## config.mk

```make
export PLATFORM = sky130hd
export DESIGN_NAME = contention_wait_gen
export DESIGN_NICKNAME = d
export VERILOG_FILES = /design/src/rtl/contention_pkg.sv /design/src/rtl/cw_frame_timer.sv /design/src/rtl/cw_slot_tracker.sv /design/src/rtl/cw_bank_decode.sv /design/src/rtl/contention_wait_gen.sv
export SDC_FILE = /design/constraint.sdc
export NUM_CORES = 1
export LEC_CHECK = 0
export ABC_CLOCK_PERIOD_IN_PS = 4560
export BUFFER_PORTS_ARGS = -buffer_cell sky130_fd_sc_hd__buf_4
export CAP_MARGIN = 10
export CORE_UTILIZATION = 50
export CTS_BUF_LIST = sky130_fd_sc_hd__clkbuf_4
export DETAILED_ROUTE_END_ITERATION = 12
export PLACE_DENSITY_LB_ADDON = 0.3
export SYNTH_ARGS = -nofsm -noshare
export SYNTH_HDL_FRONTEND = slang
export SYNTH_SLANG_ARGS = --single-unit
export TNS_END_PERCENT = 10
```

## constraint.sdc

```tcl
create_clock -name clk -period 4.56 [get_ports clk]
set_input_delay 0.912 -clock clk [delete_from_list [all_inputs] [get_ports clk]]
set_output_delay 0.912 -clock clk [all_outputs]
set_load 0.005 [all_outputs]
```

## src/rtl/contention_pkg.sv

```systemverilog
// contention_pkg: shared types and the per-variant slot delay pattern.
// Assumes the fetch window is a multiple of 8 columns, so the pattern
// index is simply the low three bits of the column counter.
package contention_pkg;

    typedef enum logic {
        VARIANT_EARLY = 1'b0,
        VARIANT_LATE  = 1'b1
    } variant_e;

    // Wait count for the slot phase ph (column mod 8) of the given variant.
    function automatic logic [2:0] slot_delay(input variant_e v, input logic [2:0] ph);
        logic [2:0] d;
        if (v == VARIANT_EARLY) begin
            d = (ph < 3'd6) ? 3'(3'd6 - ph) : 3'd0;
        end else begin
            case (ph)
                3'd0:    d = 3'd1;
                3'd1:    d = 3'd0;
                default: d = 3'(4'd9 - 4'(ph));
            endcase
        end
        return d;
    endfunction

endpackage

```

## src/rtl/cw_frame_timer.sv

```systemverilog
// cw_frame_timer: free-running T-state counter over one video frame and the
// registered frame-interrupt pulse. Assumes one clk cycle per T-state and
// a synchronous active-low reset that realigns the counter to T-state 0.
module cw_frame_timer #(
    parameter int LINE_T      = 228,
    parameter int FRAME_LINES = 311,
    parameter int INT_LEN     = 32,
    parameter int TW          = 17
) (
    input  logic          clk,
    input  logic          rst_n,
    output logic [TW-1:0] tstate,
    output logic          frame_int
);
    localparam int FRAME_T = LINE_T * FRAME_LINES;
    localparam logic [TW-1:0] LAST_T  = TW'(FRAME_T - 1);
    localparam logic [TW-1:0] INT_END = TW'(INT_LEN);

    logic [TW-1:0] t_next;

    // Next T-state with wrap at the end of the frame.
    always_comb begin
        t_next = (tstate == LAST_T) ? '0 : tstate + 1'b1;
    end

    // Advance the counter and register the interrupt window.
    always_ff @(posedge clk) begin
        if (!rst_n) begin
            tstate    <= '0;
            frame_int <= 1'b1;
        end else begin
            tstate    <= t_next;
            frame_int <= (t_next < INT_END);
        end
    end

    assert_wrap_R1: assert property (@(posedge clk) disable iff (!rst_n)
        (tstate == LAST_T) |=> (tstate == '0));
    assert_int_rise_R1: assert property (@(posedge clk) disable iff (!rst_n)
        $rose(frame_int) |-> (tstate == '0));
    assert_int_fall_R1: assert property (@(posedge clk) disable iff (!rst_n)
        $fell(frame_int) |-> (tstate == INT_END));
    assert_reset_R9: assert property (@(posedge clk)
        !rst_n |=> (tstate == '0) && frame_int);

endmodule

```

## src/rtl/cw_slot_tracker.sv

```systemverilog
// cw_slot_tracker: follows the display fetch for one variant. It arms one
// cycle before START, then steps a column counter over each line and a
// line counter over the active lines. Assumes START plus the active area
// ends before the frame wraps.
module cw_slot_tracker #(
    parameter int START        = 14361,
    parameter int LINE_T       = 228,
    parameter int ACTIVE_LINES = 192,
    parameter int WINDOW       = 128,
    parameter int TW           = 17
) (
    input  logic          clk,
    input  logic          rst_n,
    input  logic [TW-1:0] tstate,
    output logic          slot_open,
    output logic [2:0]    phase
);
    localparam int CW = $clog2(LINE_T);
    localparam int LW = $clog2(ACTIVE_LINES);
    localparam logic [TW-1:0] ARM_T    = TW'(START - 1);
    localparam logic [CW-1:0] COL_LAST = CW'(LINE_T - 1);
    localparam logic [CW-1:0] COL_WIN  = CW'(WINDOW);
    localparam logic [LW-1:0] LN_LAST  = LW'(ACTIVE_LINES - 1);

    logic          active;
    logic [CW-1:0] col;
    logic [LW-1:0] line;

    // Step the column and line position of the fetch area.
    always_ff @(posedge clk) begin
        if (!rst_n) begin
            active <= 1'b0;
            col    <= '0;
            line   <= '0;
        end else if (tstate == ARM_T) begin
            active <= 1'b1;
            col    <= '0;
            line   <= '0;
        end else if (active) begin
            if (col == COL_LAST) begin
                col <= '0;
                if (line == LN_LAST) active <= 1'b0;
                else                 line   <= line + 1'b1;
            end else begin
                col <= col + 1'b1;
            end
        end
    end

    // Only the first WINDOW columns of each line fetch video data.
    always_comb begin
        slot_open = active && (col < COL_WIN);
        phase     = col[2:0];
    end

    assert_col_range_R4: assert property (@(posedge clk) disable iff (!rst_n)
        active |-> (col <= COL_LAST));
    assert_line_range_R5: assert property (@(posedge clk) disable iff (!rst_n)
        active |-> (line <= LN_LAST));
    assert_start_R2: assert property (@(posedge clk) disable iff (!rst_n)
        $rose(active) |-> (col == '0) && (line == '0) && ($past(tstate) == ARM_T));

endmodule

```

## src/rtl/cw_bank_decode.sv

```systemverilog
// cw_bank_decode: decides whether an address lands in RAM that the video
// fetcher shares. The 0x4000 window always holds SCREEN_BANK. The 0xC000
// window holds hi_bank. Each variant has its own contended-bank mask.
module cw_bank_decode #(
    parameter logic [7:0] EARLY_MASK  = 8'b1010_1010,
    parameter logic [7:0] LATE_MASK   = 8'b1111_0000,
    parameter int         SCREEN_BANK = 5
) (
    input  logic [1:0] region,
    input  logic [2:0] hi_bank,
    input  logic       late,
    output logic       contended
);
    logic [7:0] mask;

    // Pick the mask of the selected variant and look up the window's bank.
    always_comb begin
        mask = late ? LATE_MASK : EARLY_MASK;
        case (region)
            2'b01:   contended = mask[SCREEN_BANK];
            2'b11:   contended = mask[hi_bank];
            default: contended = 1'b0;
        endcase
    end

endmodule

```

## src/rtl/contention_wait_gen.sv

```systemverilog
// contention_wait_gen: top of the wait-state generator. One frame timer
// drives one slot tracker per variant (built by generate). The variant
// select muxes the tracker, the delay pattern and the bank mask, all
// combinationally. Assumes late_variant is static in normal use, but a
// change to it is honoured in the same cycle.
module contention_wait_gen #(
    parameter int LINE_T       = 228,
    parameter int FRAME_LINES  = 311,
    parameter int ACTIVE_LINES = 192,
    parameter int WINDOW       = 128,
    parameter int INT_LEN      = 32,
    parameter int EARLY_START  = 14361,
    parameter int LATE_START   = 14365
) (
    input  logic        clk,
    input  logic        rst_n,
    input  logic        mem_req,
    input  logic [15:0] mem_addr,
    input  logic [2:0]  hi_bank,
    input  logic        late_variant,
    output logic        frame_int,
    output logic [2:0]  wait_cycles
);
    import contention_pkg::*;

    localparam int TW = $clog2(LINE_T * FRAME_LINES);

    logic [TW-1:0] tstate;
    logic [1:0]    open_v;
    logic [2:0]    phase_v [2];
    logic          contended;
    variant_e      var_sel;

    cw_frame_timer #(
        .LINE_T(LINE_T), .FRAME_LINES(FRAME_LINES), .INT_LEN(INT_LEN), .TW(TW)
    ) u_timer (
        .clk(clk), .rst_n(rst_n), .tstate(tstate), .frame_int(frame_int)
    );

    for (genvar v = 0; v < 2; v++) begin : g_track
        localparam int START_V = (v == 0) ? EARLY_START : LATE_START;
        cw_slot_tracker #(
            .START(START_V), .LINE_T(LINE_T), .ACTIVE_LINES(ACTIVE_LINES),
            .WINDOW(WINDOW), .TW(TW)
        ) u_track (
            .clk(clk), .rst_n(rst_n), .tstate(tstate),
            .slot_open(open_v[v]), .phase(phase_v[v])
        );
    end

    cw_bank_decode u_bank (
        .region(mem_addr[15:14]), .hi_bank(hi_bank),
        .late(late_variant), .contended(contended)
    );

    // Combine request, contention and the selected variant's slot delay.
    always_comb begin
        var_sel = variant_e'(late_variant);
        if (mem_req && contended && open_v[late_variant])
            wait_cycles = slot_delay(var_sel, phase_v[late_variant]);
        else
            wait_cycles = 3'd0;
    end

    assert_idle_R8: assert property (@(posedge clk) disable iff (!rst_n)
        !mem_req |-> (wait_cycles == 3'd0));
    assert_uncontended_R6: assert property (@(posedge clk) disable iff (!rst_n)
        (mem_addr[15:14] == 2'b00 || mem_addr[15:14] == 2'b10) |-> (wait_cycles == 3'd0));
    assert_even_bank_R7: assert property (@(posedge clk) disable iff (!rst_n)
        (!late_variant && mem_addr[15:14] == 2'b11 && !hi_bank[0]) |-> (wait_cycles == 3'd0));
    assert_low_bank_R7: assert property (@(posedge clk) disable iff (!rst_n)
        (late_variant && mem_addr[15:14] == 2'b11 && !hi_bank[2]) |-> (wait_cycles == 3'd0));
    assert_int_quiet_R5: assert property (@(posedge clk) disable iff (!rst_n)
        frame_int |-> (wait_cycles == 3'd0));

endmodule

```

==> impl_results.md <==
- Status: completed
- RSZ-0062 raised after global routing: false
- Final hold slack: 0.493 ns
- Post-synthesis cell type count: 55
- Setup WS pre-CTS: 1.12 ns
- Antenna violations before repair: 0
- Top-area cell type share of the netlist area: between 30 and 40%
- Crit-path cells: buf_4 > nand2_1 > o21a_1 > inv_1 > ha_1 > inv_1 > o21ai_0 > nand3b_1 > o32a_1 > a21oi_1 > buf_4
- Pwr dens: between 200 and 250 nW/um^2
- Worst Path Arrival: around 2.5 ns
- Top delay family on crit path: compound AO/OA/AOI/OAI gates
- Footprint of the multi-input gates: ~1700 um^2
- Flop-to-flop setup slack: around 2.4 ns
- Max IR drop VDD: ~0.16 mV
- Vias in the first global route: approximately 2100
- Highest-delay cell along the critical path: o32a_1
- Tot GR Track Use: ~18%
- Worst Setup End Kind: output port
- Hold path cells: 1
- Die height: a little under 80 um
- CP bufs+invs: 4
- Register Area: around 1000 um^2
- Worst-Margin Slew: approximately 1.1 ns
- Drt pass-1 iters: 4
- Worst Hold Path EP: u_timer.tstate[0]
- Min-delay src: u_timer.tstate[0]
- Max Cap Viol: 0
- Prevailing post-synth register cell: dfxtp_1
- Residual DRC: 0
- Number of synthesized register bits: 52
- Filler cells: around 500
- Clock Tree Buf Depth: 2
- Post-CTS Hold Buffers: 0
- LEAKAGE: roughly 1.1 nW
- RR Startpoint: u_timer.tstate[2]
- ANT cells: 0
- Die W: between 70 and 80 um
- Worst path depth: 11
- Final #Nets: roughly 370
- Worst Path Class, Setup: in -> out
- CP required: around 3.7 ns
- Synth Instances: approximately 320
- Setup violators final: 0
- # rows: 27
- CP Launch Point: late_variant
- RePlAce Congestion: approximately 0.80
- CTS Buf Count: 5
- Buffers on Ports: 11
- Register-to-Register Path Depth: 5
- Placed cells: between 300 and 400
- Drt first-iter violations: 51
- Minimum period implied by the final worst setup slack: 3.43 ns
- Per-cell routed wire length: about 12 um
- Worst Path Max Fanout: 10
- Post-synthesis sequential area ratio: between 30% and 40%
- Post-CTS sizing: 0
- Synth warnings: 0
- First-pass GRT wire length: just under 9000 um
- CTS tree: done
- Setup Buffers After CTS: 0
- Layout area overhead: 6.56%
- Slew headroom: approximately 26%
- Largest net degree at the start of global routing: 17
- Number of synthesized flops with an enable pin: 0
- Fin. max-slew vios: 0
- I/O Pins: 27
- Slowest cell delay on critical path: 0.31 ns
- Final Hold Fails: 0
- Vias/cell: 5.36
- Post-synth top cells: dfxtp_1, nor2_1, xnor2_1
- Clk_lat worst skew: 0.37 ns
- Area contributors post-synth: dfxtp_1, xnor2_1, nor2_1
- Worst hold path class: reg -> reg
- Clock root buffer master: clkbuf_4
- Vias: roughly 2200
- Final Instance Count excl. Fillers: 403
- CTS sink cnt: 52
- Critical Path Start Type: primary input
- Total grt overflow: 0
- Clk slew on worst S/H paths: about 0.14 ns
- Reg-to-reg endpoint: u_timer.frame_int
- Starting Density: 51.9%
- Ys async rst share: 0%
- Tcrit/Tclk final: around 75%
- Library cell with the largest summed area after synthesis: dfxtp_1
- Number of H-tree levels: 2
- Antenna Violating Nets Remaining: 0
- Average size of a mapped cell: 8.88 um^2
- Final Worst Setup Slack: ~1.1 ns
- Post-synthesis net count: around 360
- Total Wirelength: roughly 4900 um
- Max Clock Freq: about 300 MHz
- Core area: 5510 um^2
- Post-DP HPWL: about 3700 um
- Synth Cell Area: 2860 um^2
- Setup TNS: 0 ns
- Skew final: between 0.015 and 0.02 ns
- Share of cells above drive strength 1: a little over a tenth
- Die ar.: approximately 6000 um^2
-- layout make-up --
| cell class | instances | share of cell area, % |
|---|---|---|
| flip-flops and latches | 52 | 34.2 |
| clock buffers | 5 | 1.23 |
| well taps | 72 | 2.96 |
| inverters | 18 | 2.22 |
| repair buffers | 11 | 2.71 |
| clock inverters | 3 | 1.40 |
| multi-input cells | 242 | 55.3 |
-- registers in the layout, summed over array words and instances (netlist names) --
register and count:
u_timer.tstate 17, u_timer.frame_int 1, g_track.u_track.col 16, g_track.u_track.line 16
g_track.u_track.active 2
-- report_power, final --
group | internal [W] | switching, W
logic | 0.0000121 | 0.0000171
registers | 0.000457 | 0.00000329
clock network | 0.000115 | 0.000145
total | 0.000584 | 0.000165
-- per-layer routing --
metal	part of all wire, %	GRT usage [%]
met5	0	0
met2	48	31.9
met3	3.2	3.29
met1	47	21.8
met4	1.6	7.36
-- worst max path at each step --
stage                      to  slack (ns)
2_1_floorplan  wait_cycles[2]        1.33
3_3_place_gp   wait_cycles[2]        1.14
3_5_place_dp   wait_cycles[2]        1.12
4_1_cts        wait_cycles[2]        1.11
5_1_grt        wait_cycles[2]        0.92
6_report       wait_cycles[2]        1.13
-- cells by family (layout without fill, tap and decap cells) --
family	after synthesis	after routing	synth area share, %
multiplexers	6	6	2.27
XOR/XNOR	44	44	13.5
buffers and inverters	28	37	4.64
AO/OA/AOI/OAI	26	26	8.05
adder cells (fa/ha/maj)	12	12	5.25
AND/OR/NAND/NOR	154	154	29.9
flip-flops	52	52	36.4
-- metrics by stage --
step                cell area, um^2  power [W]  util (%)
floorplan                      2860   0.000490         -
global placement               2970   0.000499      53.9
detailed placement             2970   0.000499      53.9
CTS                            3050   0.000761      55.4
global route                   3050   0.000780      55.4
finish                         3050   0.000749      55.4
-- placed cells by master (no fill, tap or decap), drive strengths merged, types with 7 or more instances in the layout --
cell,synthesis,layout
buf,7,11
nor4,16,16
nand3,17,17
inv,18,18
nor2,53,53
ha,12,12
xnor2,26,26
xor2,18,18
dfxtp,52,52
nor3,7,7
nand2,20,20
nand4,10,10
(Power assumes the default switching activity.)
